--- src/rtl/csr_filt_pkg.sv ---
package csr_filt_pkg;

    localparam int XLEN_MAX = 64;
    localparam int HALF_W   = XLEN_MAX / 2;
    localparam int ADDR_W   = 12;

    localparam logic [ADDR_W-1:0] A_FP_FLAGS    = 12'h001;
    localparam logic [ADDR_W-1:0] A_FP_ROUND    = 12'h002;
    localparam logic [ADDR_W-1:0] A_FP_CTRL     = 12'h003;
    localparam logic [ADDR_W-1:0] A_SUP_STATUS  = 12'h100;
    localparam logic [ADDR_W-1:0] A_SUP_IEN     = 12'h104;
    localparam logic [ADDR_W-1:0] A_SUP_VEC     = 12'h105;
    localparam logic [ADDR_W-1:0] A_SUP_IPEND   = 12'h144;
    localparam logic [ADDR_W-1:0] A_MACH_STATUS = 12'h300;
    localparam logic [ADDR_W-1:0] A_MACH_IEN    = 12'h304;
    localparam logic [ADDR_W-1:0] A_MACH_IPEND  = 12'h344;

    // privilege codes
    localparam logic [1:0] PL_USER = 2'd0;
    localparam logic [1:0] PL_SUP  = 2'd1;
    localparam logic [1:0] PL_RSVD = 2'd2;
    localparam logic [1:0] PL_MACH = 2'd3;

    // paging mode codes
    localparam int         PGM_W  = 5;
    localparam logic [PGM_W-1:0] PG_OFF = 5'd0;
    localparam logic [PGM_W-1:0] PG_2L  = 5'd8;
    localparam logic [PGM_W-1:0] PG_3L  = 5'd9;
    localparam logic [PGM_W-1:0] PG_4L  = 5'd10;

    // status bit positions shared by both views
    localparam int P_EN0 = 0;
    localparam int P_EN1 = 3;
    localparam int P_PL1 = 4;
    localparam int P_FST = 9;
    localparam int P_XST = 11;
    localparam int P_MOV = 13;

    // interrupt bit positions
    localparam int B_SW_S = 1;
    localparam int B_SW_M = 3;
    localparam int B_TM_S = 5;

    localparam int FLG_W = 5;
    localparam int RND_W = 3;

    typedef struct packed {
        logic [PGM_W-1:0] pgm;
        logic             mov;
        logic [1:0]       xst;
        logic [1:0]       fst;
        logic [1:0]       pl2;
        logic             en2;
        logic [1:0]       pl1;
        logic             en1;
        logic [1:0]       pl0;
        logic             en0;
    } mstat_t;

    localparam int MS_W = $bits(mstat_t);

    typedef struct packed {
        logic tm_s;
        logic sw_m;
        logic sw_s;
    } ibits_t;

    typedef struct packed {
        logic fp_flags;
        logic fp_round;
        logic fp_ctrl;
        logic sup_status;
        logic sup_ien;
        logic sup_vec;
        logic sup_ipend;
        logic mach_status;
        logic mach_ien;
        logic mach_ipend;
    } sel_t;

    typedef struct packed {
        mstat_t              ms;
        ibits_t              ip;
        ibits_t              ie;
        logic [XLEN_MAX-1:0] vec;
        logic [RND_W-1:0]    rnd;
        logic [FLG_W-1:0]    flg;
    } st_t;

    localparam mstat_t MS_RESET = '{
        pgm: PG_OFF, mov: 1'b0, xst: 2'b00, fst: 2'b00,
        pl2: PL_SUP, en2: 1'b0, pl1: PL_SUP, en1: 1'b0,
        pl0: PL_MACH, en0: 1'b0
    };

    localparam st_t ST_RESET = '{
        ms: MS_RESET, ip: '0, ie: '0, vec: '0, rnd: '0, flg: '0
    };

endpackage

--- src/rtl/csr_addr_decode.sv ---
module csr_addr_decode
    import csr_filt_pkg::*;
#(
    parameter int AW = ADDR_W
) (
    input  logic [AW-1:0] addr_i,
    output sel_t          sel_o,
    output logic          hit_o
);

    always_comb begin
        sel_o = '0;
        case (addr_i)
            A_FP_FLAGS:    sel_o.fp_flags    = 1'b1;
            A_FP_ROUND:    sel_o.fp_round    = 1'b1;
            A_FP_CTRL:     sel_o.fp_ctrl     = 1'b1;
            A_SUP_STATUS:  sel_o.sup_status  = 1'b1;
            A_SUP_IEN:     sel_o.sup_ien     = 1'b1;
            A_SUP_VEC:     sel_o.sup_vec     = 1'b1;
            A_SUP_IPEND:   sel_o.sup_ipend   = 1'b1;
            A_MACH_STATUS: sel_o.mach_status = 1'b1;
            A_MACH_IEN:    sel_o.mach_ien    = 1'b1;
            A_MACH_IPEND:  sel_o.mach_ipend  = 1'b1;
            default:       sel_o = '0;
        endcase
        hit_o = |sel_o;
    end

endmodule

--- src/rtl/csr_status_legalizer.sv ---
module csr_status_legalizer
    import csr_filt_pkg::*;
(
    input  mstat_t cur_i,
    input  mstat_t cand_i,
    input  logic   wide_i,
    input  logic   ext_en_i,
    output mstat_t nxt_o
);

    function automatic logic pl_ok(input logic [1:0] p);
        return p != PL_RSVD;
    endfunction

    function automatic logic pg_ok(input logic [PGM_W-1:0] m, input logic wide);
        logic ok;
        if (m == PG_OFF)
            ok = 1'b1;
        else if (wide)
            ok = (m == PG_3L) || (m == PG_4L);
        else
            ok = (m == PG_2L);
        return ok;
    endfunction

    always_comb begin
        nxt_o     = cur_i;
        // unconditionally writable fields
        nxt_o.en0 = cand_i.en0;
        nxt_o.en1 = cand_i.en1;
        nxt_o.en2 = cand_i.en2;
        nxt_o.mov = cand_i.mov;
        nxt_o.fst = cand_i.fst;
        // gated fields
        if (ext_en_i)
            nxt_o.xst = cand_i.xst;
        if (pl_ok(cand_i.pl0))
            nxt_o.pl0 = cand_i.pl0;
        if (pl_ok(cand_i.pl1))
            nxt_o.pl1 = cand_i.pl1;
        if (pl_ok(cand_i.pl2))
            nxt_o.pl2 = cand_i.pl2;
        if (pg_ok(cand_i.pgm, wide_i))
            nxt_o.pgm = cand_i.pgm;
    end

endmodule

--- src/rtl/csr_read_mux.sv ---
module csr_read_mux
    import csr_filt_pkg::*;
#(
    parameter int DW = XLEN_MAX
) (
    input  logic          en_i,
    input  sel_t          sel_i,
    input  st_t           st_i,
    input  logic          wide_i,
    output logic [DW-1:0] rdata_o
);

    localparam int HW = DW / 2;

    logic          dirty;
    logic [DW-1:0] m_view;
    logic [DW-1:0] s_view;
    logic [DW-1:0] ip_vec;
    logic [DW-1:0] ie_vec;
    logic [DW-1:0] val;

    always_comb begin
        dirty  = (st_i.ms.fst == 2'b11) || (st_i.ms.xst == 2'b11);

        m_view = {{(DW-MS_W){1'b0}}, st_i.ms};

        s_view                   = '0;
        s_view[P_EN0]            = st_i.ms.en0;
        s_view[P_EN1]            = st_i.ms.en1;
        s_view[P_PL1]            = st_i.ms.pl1[0];
        s_view[P_FST +: 2]       = st_i.ms.fst;
        s_view[P_XST +: 2]       = st_i.ms.xst;
        s_view[P_MOV]            = st_i.ms.mov;

        ip_vec         = '0;
        ip_vec[B_SW_S] = st_i.ip.sw_s;
        ip_vec[B_SW_M] = st_i.ip.sw_m;
        ip_vec[B_TM_S] = st_i.ip.tm_s;

        ie_vec         = '0;
        ie_vec[B_SW_S] = st_i.ie.sw_s;
        ie_vec[B_SW_M] = st_i.ie.sw_m;
        ie_vec[B_TM_S] = st_i.ie.tm_s;

        val = '0;
        unique case (1'b1)
            sel_i.mach_status: val = m_view;
            sel_i.sup_status:  val = s_view;
            sel_i.mach_ipend:  val = ip_vec;
            sel_i.mach_ien:    val = ie_vec;
            sel_i.sup_ipend: begin
                val[B_SW_S] = ip_vec[B_SW_S];
                val[B_TM_S] = ip_vec[B_TM_S];
            end
            sel_i.sup_ien: begin
                val[B_SW_S] = ie_vec[B_SW_S];
                val[B_TM_S] = ie_vec[B_TM_S];
            end
            sel_i.sup_vec:  val = st_i.vec;
            sel_i.fp_flags: val[FLG_W-1:0] = st_i.flg;
            sel_i.fp_round: val[RND_W-1:0] = st_i.rnd;
            sel_i.fp_ctrl:  val[FLG_W+RND_W-1:0] = {st_i.rnd, st_i.flg};
            default:        val = '0;
        endcase

        if (!wide_i)
            val[DW-1:HW] = '0;

        if (sel_i.mach_status || sel_i.sup_status) begin
            if (wide_i)
                val[DW-1] = dirty;
            else
                val[HW-1] = dirty;
        end

        rdata_o = en_i ? val : '0;
    end

endmodule

--- src/rtl/csr_legalize_filter.sv ---
module csr_legalize_filter
    import csr_filt_pkg::*;
#(
    parameter int AW = ADDR_W,
    parameter int DW = XLEN_MAX
) (
    input  logic          clk,
    input  logic          rst_n,
    input  logic          csr_valid,
    input  logic          csr_we,
    input  logic [AW-1:0] csr_addr,
    input  logic [DW-1:0] csr_wdata,
    output logic [DW-1:0] csr_rdata,
    output logic          csr_illegal,
    input  logic          cfg_wide,
    input  logic          cfg_ext_en
);

    localparam int HW = DW / 2;

    sel_t          sel;
    logic          hit;
    logic          do_wr;
    logic [DW-1:0] wval;
    mstat_t        ms_cand;
    mstat_t        ms_legal;
    st_t           st_d;
    st_t           st_q;

    csr_addr_decode #(.AW(AW)) u_dec (
        .addr_i (csr_addr),
        .sel_o  (sel),
        .hit_o  (hit)
    );

    csr_status_legalizer u_legal (
        .cur_i    (st_q.ms),
        .cand_i   (ms_cand),
        .wide_i   (cfg_wide),
        .ext_en_i (cfg_ext_en),
        .nxt_o    (ms_legal)
    );

    csr_read_mux #(.DW(DW)) u_rmux (
        .en_i    (csr_valid & hit),
        .sel_i   (sel),
        .st_i    (st_q),
        .wide_i  (cfg_wide),
        .rdata_o (csr_rdata)
    );

    assign csr_illegal = csr_valid & ~hit;

    // candidate status word from either view
    always_comb begin
        do_wr = csr_valid & csr_we & hit;
        wval  = cfg_wide ? csr_wdata : {{(DW-HW){1'b0}}, csr_wdata[HW-1:0]};
        if (sel.sup_status) begin
            ms_cand     = st_q.ms;
            ms_cand.en0 = wval[P_EN0];
            ms_cand.en1 = wval[P_EN1];
            ms_cand.pl1 = {1'b0, wval[P_PL1]};
            ms_cand.fst = wval[P_FST +: 2];
            ms_cand.xst = wval[P_XST +: 2];
            ms_cand.mov = wval[P_MOV];
        end else begin
            ms_cand = mstat_t'(wval[MS_W-1:0]);
        end
    end

    // next state
    always_comb begin
        st_d = st_q;
        if (do_wr) begin
            if (sel.mach_status || sel.sup_status)
                st_d.ms = ms_legal;
            if (sel.mach_ipend) begin
                st_d.ip.sw_s = wval[B_SW_S];
                st_d.ip.sw_m = wval[B_SW_M];
            end
            if (sel.mach_ien) begin
                st_d.ie.sw_s = wval[B_SW_S];
                st_d.ie.sw_m = wval[B_SW_M];
                st_d.ie.tm_s = wval[B_TM_S];
            end
            if (sel.sup_ipend)
                st_d.ip.sw_s = wval[B_SW_S];
            if (sel.sup_ien) begin
                st_d.ie.sw_s = wval[B_SW_S];
                st_d.ie.tm_s = wval[B_TM_S];
            end
            if (sel.sup_vec)
                st_d.vec = {wval[DW-1:2], 2'b00};
            if (sel.fp_flags)
                st_d.flg = wval[FLG_W-1:0];
            if (sel.fp_round)
                st_d.rnd = wval[RND_W-1:0];
            if (sel.fp_ctrl) begin
                st_d.flg = wval[FLG_W-1:0];
                st_d.rnd = wval[FLG_W +: RND_W];
            end
        end
    end

    always_ff @(posedge clk or negedge rst_n) begin
        if (!rst_n)
            st_q <= ST_RESET;
        else
            st_q <= st_d;
    end

    // no reserved privilege code is ever stored
    p_pl_legal_r4: assert property (@(posedge clk) disable iff (!rst_n)
        (st_q.ms.pl0 != PL_RSVD) && (st_q.ms.pl1 != PL_RSVD) && (st_q.ms.pl2 != PL_RSVD));

    // stored paging mode is always one of the defined codes
    p_pg_legal_r5: assert property (@(posedge clk) disable iff (!rst_n)
        (st_q.ms.pgm == PG_OFF) || (st_q.ms.pgm == PG_2L) ||
        (st_q.ms.pgm == PG_3L) || (st_q.ms.pgm == PG_4L));

    // without the extension the extension-state field holds
    p_xst_lock_r6: assert property (@(posedge clk) disable iff (!rst_n)
        !cfg_ext_en |=> $stable(st_q.ms.xst));

    // dirty summary appears at the top bit in 64-bit mode
    p_dsum_top_r7: assert property (@(posedge clk) disable iff (!rst_n)
        (csr_valid && sel.mach_status && cfg_wide && st_q.ms.fst == 2'b11) |-> csr_rdata[DW-1]);

    // the supervisor timer pending bit is never moved by a pending write
    p_tm_hold_r9: assert property (@(posedge clk) disable iff (!rst_n)
        (csr_valid && csr_we && (sel.mach_ipend || sel.sup_ipend)) |=> $stable(st_q.ip.tm_s));

    // the vector stays aligned
    p_vec_align_r11: assert property (@(posedge clk) disable iff (!rst_n)
        st_q.vec[1:0] == 2'b00);

    // unknown address leaves state alone and reads zero
    p_illegal_keep_r13: assert property (@(posedge clk) disable iff (!rst_n)
        csr_illegal |=> $stable(st_q));
    p_illegal_zero_r13: assert property (@(posedge clk) disable iff (!rst_n)
        csr_illegal |-> csr_rdata == '0);

    // nothing changes without a qualified write
    p_quiet_r14: assert property (@(posedge clk) disable iff (!rst_n)
        !(csr_valid && csr_we) |=> $stable(st_q));

endmodule

--- config.mk ---
export PLATFORM = sky130hd
export DESIGN_NAME = csr_legalize_filter
export DESIGN_NICKNAME = d
export VERILOG_FILES = /design/src/rtl/csr_filt_pkg.sv /design/src/rtl/csr_addr_decode.sv /design/src/rtl/csr_status_legalizer.sv /design/src/rtl/csr_read_mux.sv /design/src/rtl/csr_legalize_filter.sv
export SDC_FILE = /design/constraint.sdc
export NUM_CORES = 1
export LEC_CHECK = 0
export ABC_CLOCK_PERIOD_IN_PS = 5300
export BUFFER_PORTS_ARGS = -buffer_cell sky130_fd_sc_hd__buf_2
export CORE_ASPECT_RATIO = 2
export CORE_MARGIN = 8
export CORE_UTILIZATION = 52
export CTS_CLUSTER_SIZE = 14
export DETAILED_ROUTE_END_ITERATION = 10
export PLACE_DENSITY = 0.79
export SYNTH_ARGS = -nofsm -noshare
export SYNTH_HDL_FRONTEND = slang
export SYNTH_HIERARCHICAL = 1
export SYNTH_SLANG_ARGS = --single-unit
--- constraint.sdc ---
create_clock -name clk -period 5.3 [get_ports clk]
set_input_delay 1.59 -clock clk [delete_from_list [all_inputs] [get_ports clk]]
set_output_delay 1.59 -clock clk [all_outputs]
set_load 0.05 [all_outputs]
# --- Word level (Yosys, flattened, before mapping) ---
# Cells that the tools add are included.
# W data, S select, Z words.
op_classes:
  n_eq_ne: 18
  mux: 35
  n_bitwise: 6
  reduce_logical: 27
ops:
  columns: ["cell", "count"]
  rows:
  - ["$pmux W56 S3", 1]
  - ["$mux W64", 2]
  - ["$eq A12 B9 Y1 const B", 4]
  - ["$eq A12 B10 Y1 const B", 3]
  - ["$mux W32", 1]
  - ["$eq A12 B2 Y1 const B", 2]
  - ["$mux W1", 20]
  - ["$mux W19", 1]
  - ["$reduce_and A3 Y1", 6]
  - ["$reduce_and A2 Y1", 8]
  - ["$eq A5 B4 Y1 const B", 3]
  - ["$eq A12 B1 Y1 const B", 1]
  - ["$pmux W2 S5", 1]
  - ["$reduce_or A10 Y1", 1]
  - ["$mux W8", 1]
  - ["$pmux W1 S4", 2]
  - ["$reduce_bool A2 Y1", 4]
  - ["$reduce_or A2 Y1", 4]
  - ["$mux W3", 2]
  - ["$ne A2 B2 Y1 const B", 3]
  - ["$pmux W2 S3", 1]
  - ["$logic_not A5 Y1", 1]
  - ["$mux W5", 1]
  - ["$pmux W1 S5", 1]
  - ["other kinds (5)", 12]
totals:
  regBits: 94
  inputBits: 82
  output_inout_bits: 65
  elab_cells: 104

# --- Logic depth before layout (Yosys ltp) ---
logic_depth:
  depth_word: 8
  mapped_depth: 11
  ltp_nobuf: 9

# --- Hierarchy ---
# Netlist, hierarchy kept.
modules_own_cells:
  columns: ["mod", "instances", "cells_each", "area_per_inst_um2", "seq_area_each_um2"]
  rows:
  - ["csr_legalize_filter", 1, 301, 3906.2, 2357.3]
  - ["csr_read_mux", 1, 113, 714.4, 0.0]
  - ["csr_status_legalizer", 1, 38, 274.0, 0.0]
  - ["csr_addr_decode", 1, 32, 178.9, 0.0]

# --- Worst setup path before layout ---
# No wires, ideal clock.
synth_path:
  path_kind: "input-to-output"
  start: "in csr_addr[5]"
  end: "out csr_rdata[5]"
  t_arrival_ns: 3.910
  t_required_ns: 3.710
  path_slack_ns: -0.200
  cell_stages: 8
  path_buffers: 1
  path_cell_list: "or3_4 > or2_4 > a211oi_2 > a41o_2 > and2_1 > clkbuf_1 > o41ai_1 > a31oi_1"
synth_via:
  elab_chain_cells: 5
  elab_cells_between_ends: 25
  classes_between: "eq/ne: 10; mux: 12; bitwise: 1; reduce/logical: 2"
synth_lines:
  columns: ["item", "line", "text"]
  rows:
  - ["start, declared", "csr_legalize_filter.sv:11", "input logic [AW-1:0] csr_addr,"]
  - ["$eq A12 B10 Y1 (tied with other cells)", "csr_addr_decode.sv:13", "case (addr_i)"]
  - ["$mux W1", "csr_addr_decode.sv:13", null]
  - ["$reduce_or A10 Y1 (*)", "csr_addr_decode.sv:26", "hit_o = |sel_o;"]
  - ["named net hit", "csr_legalize_filter.sv:22", "logic hit;"]
  - ["$and A1 B1 Y1 (*)", "csr_legalize_filter.sv:45", ".en_i (csr_valid & hit),"]
  - ["$mux W64 (*)", "csr_read_mux.sv:76", "rdata_o = en_i ? val : '0;"]
  - ["end, declared", "csr_legalize_filter.sv:13", "output logic [DW-1:0] csr_rdata,"]
# Mark *: on every way through the listed nets, which the timed path passes. The rest lies on a longest branch.

# --- Final worst setup path ---
layout_path:
  start: "in csr_addr[5]"
  end: "out csr_rdata[32]"
# The elaborated chain is that of the path after synthesis.

==> impl_metrics.ini <==
[floorplanning]
rows = 51
initial_core_util = 0.5266
die-area_mm2 = 0.01337
io_pins = 147
die-width_um = 85.85
core_area_mm2 = 0.009635
dieHeight_um = 155.7

[logic_synthesis]
synth_edf_count = 0
ys_seq_elements = 94
async_flop_share = 1.000
netlist_area_mm2 = 0.005074
synthXorXnorAreaFrac = 0.001726
ys_warn_count = 6
synth-compound-area-share = 0.1297
yosys-top-cells-area = dfrtp_1 (44%), mux2_2 (10%), mux2_4 (7.7%)
synth_top_cell_by_area = dfrtp_1
synth_mux_area_frac = 0.1788
yosysSeqAreaShare = 0.4646
synth_top_family_by_area = simple AND/OR/NAND/NOR gates
syn_avg_cell_area_um2 = 10.48
synthAdderAreaFrac = 0
synth_top_area_frac = 0.4439
synth_top_flop_cell = dfrtp_1
postSynthCellCount = 484
yosys.area_share.simple = 0.1832
synth_cell_types = 56

[placed_design]
io_buffers = 146
dp_cells = 752
routabilityCongestion = 0.8949
hpwl_mm = 10.36

[setup_path]
end_kind = primary output
path_buf_inv = 3
cp-start-kind = input port
crit_arrival_ns = 3.64
r2r_start = st_q[93]$_DFFE_PN0P_
cpPeakStageDelay_ns = 0.41
path_class = input port to primary output
cp.depth = 10
critical_path.top_delay_family = simple AND/OR/NAND/NOR gates
critPathMaxFanout = 31
crit_slowest_cell = or3_4
cp.required_ns = 3.71
crit_chain = buf_2, or3_4, or2_4, a211oi_2, a41o_2, and2_2, and3_4, buf_12, and2_1, buf_4
reg2regPathDepth = 5
startpoint = csr_addr[5]

[worst_hold_path]
worstHoldStart = st_q[57]$_DFFE_PN0P_
hold_class = register to register
min_path_cells = 2

[clock_tree]
cts_hold_buffers = 0
clock_latency_ns = 0.34
cts_tree = done
cts_made_buffers = 9
cts_sinks = 94
cts_max_level = 3
path_clk_slew_ns = 0.06
clk_path_buf_depth = 2
root_buffer = clkbuf_16
post_cts_buffers = 0

[layout]
regMostFlops = st_q
syn_to_final_growth_pct = 28.51
drive_gt1_frac = 0.4418
n_antenna_cell = 0
fill_cells = 746
largest_register_ffs = 94
top_regs = st_q: 94 flops
fin_util = 0.6767
stdcell_count = 768
nets = 713

[grt]
track_usage = 0.2141
grt_pass1_wl_mm = 22.74
grt_max_degree = 85
antenna_found_initial = 0
grt-ovfl-total = 0
grt_pass1_vias = 4500

[pwr]
peakVddDrop_mv = 0.1928
power_leakage_nw = 3.309
power_density_mw_per_mm2 = 229.6
power_mw = 1.497

[detailed_routing]
ant_nets = 0
drtIter0Drc = 269
num_vias = 4283
drc = 0
via_per_inst = 5.577
dr.pass1.iters = 8
wirelength_mm = 14.02
routedWlPerCell_um = 18.26

[sta]
slew_viol_final = 0
max_freq_ghz = 0.1911
fin_crit_sh = 0.9871
setup_viol = 0
max-slew-margin-rel = 0.4641
finalHoldViolations = 0
min_period_ns = 5.232
fin_skew_ns = 0.003447
holdWs_ns = 0.4736
worst_pin_slew_ns = 0.8008

[job]
cap_viol_max_count = 0

[status]
status = finished clean
-- cell families (layout without fill, tap and decap cells) --
group,after synthesis,count (layout)
AOI/OAI and AO/OA,94,94
xor gates and xnor gates,1,1
and+or+nand+nor,185,185
buffers and inverters,37,187
muxes,72,72
other,1,3
DFF,94,94
-- routing by layer --
| metal | track usage | routed length [um] | up-vias |
|---|---|---|---|
| met4 | 0.09259 | 436 | 0 |
| met1 | 0.2250 | 5261 | 2081 |
| met2 | 0.3888 | 7447 | 166 |
| met5 | 0 | 0 | - |
| li1 | - | - | 2006 |
| met3 | 0.05277 | 879 | 30 |
-- where the power goes --
part / internal, mW / total (mW) / switching, mW
Combinational: 0.0360 / 0.0875 / 0.0515
Sequential: 0.717 / 0.717 / 0.00000418
Clock: 0.427 / 0.692 / 0.265
-- final timing paths --
check	slack [ns]	to
worst max-delay path	0.07	csr_rdata[32]
max in group asynchronous	3.00	st_q[68]$_DFFE_PN0P_
min in group asynchronous	1.27	st_q[69]$_DFFE_PN0P_
worst max register to register	3.39	st_q[95]$_DFFE_PN0P_
worst min register to register	0.47	st_q[57]$_DFFE_PN0P_
worst min-delay path	0.47	st_q[57]$_DFFE_PN0P_
-- tightest hold or removal path, delay by kind of cell (launching register included) --
kind               cells  cell delay, ns
AOI/OAI and AO/OA      1            0.06
DFF                    1            0.33
and+or+nand+nor        1            0.04
-- final cells by class --
cell class	count	area [um^2]	share of cell area
Clock buffer	11	242.7	0.03723
Clock inverter	5	81.33	0.01247
Inverter	3	11.26	0.001727
Multi-Input combinational cell	355	2577	0.3953
Sequential cell	94	2357	0.3615
Tap cell	132	165.2	0.02533
Timing Repair Buffer	168	1085	0.1664
-- Yosys cell counts, types with 4 or more instances --
library cell / count
a21oi_1: 6
a222oi_1: 8
a22o_1: 5
a22oi_1: 8
and2_1: 35
and3_1: 14
buf_2: 8
buf_4: 8
buf_6: 4
clkbuf_1: 14
dfrtp_1: 90
dfstp_2: 4
mux2_2: 45
mux2_4: 26
nand2_1: 79
nand3_1: 6
nor2_1: 24
nor3_1: 4
o21ai_0: 36
o21ai_1: 4
-- cell usage in the layout (no fill, tap or decap), drive strengths merged, types with 4 or more instances in the layout --
cell      n
a21oi     6
a222oi    8
a22o      5
a22oi     8
and2     35
and3     15
buf     167
clkbuf   12
dfrtp    90
dfstp     4
inv       4
mux2     71
nand2    79
nand3     6
nor2     24
nor3      4
o21ai    42
-- metrics by stage --
stage | instance area [um^2] | setup WS [ns] | TNS [ns]
6_report | 6520 | 0.06834 | 0
5_1_grt | 6520 | -0.01073 | -0.01073
4_1_cts | 6370 | 0.0005651 | 0
3_5_place_dp | 6027 | -0.02725 | -0.05930
3_3_place_gp | 6027 | 0.06922 | 0
2_1_floorplan | 5112 | -0.01008 | -0.08061
-- timing repair --
action,4_1_cts,5_1_grt
pin swaps,0,0
hold endpoints to repair,0,0
gates cloned,0,0
setup endpoints to repair,21,48
gates resized for setup,6,83
(Power assumes the default switching activity.)
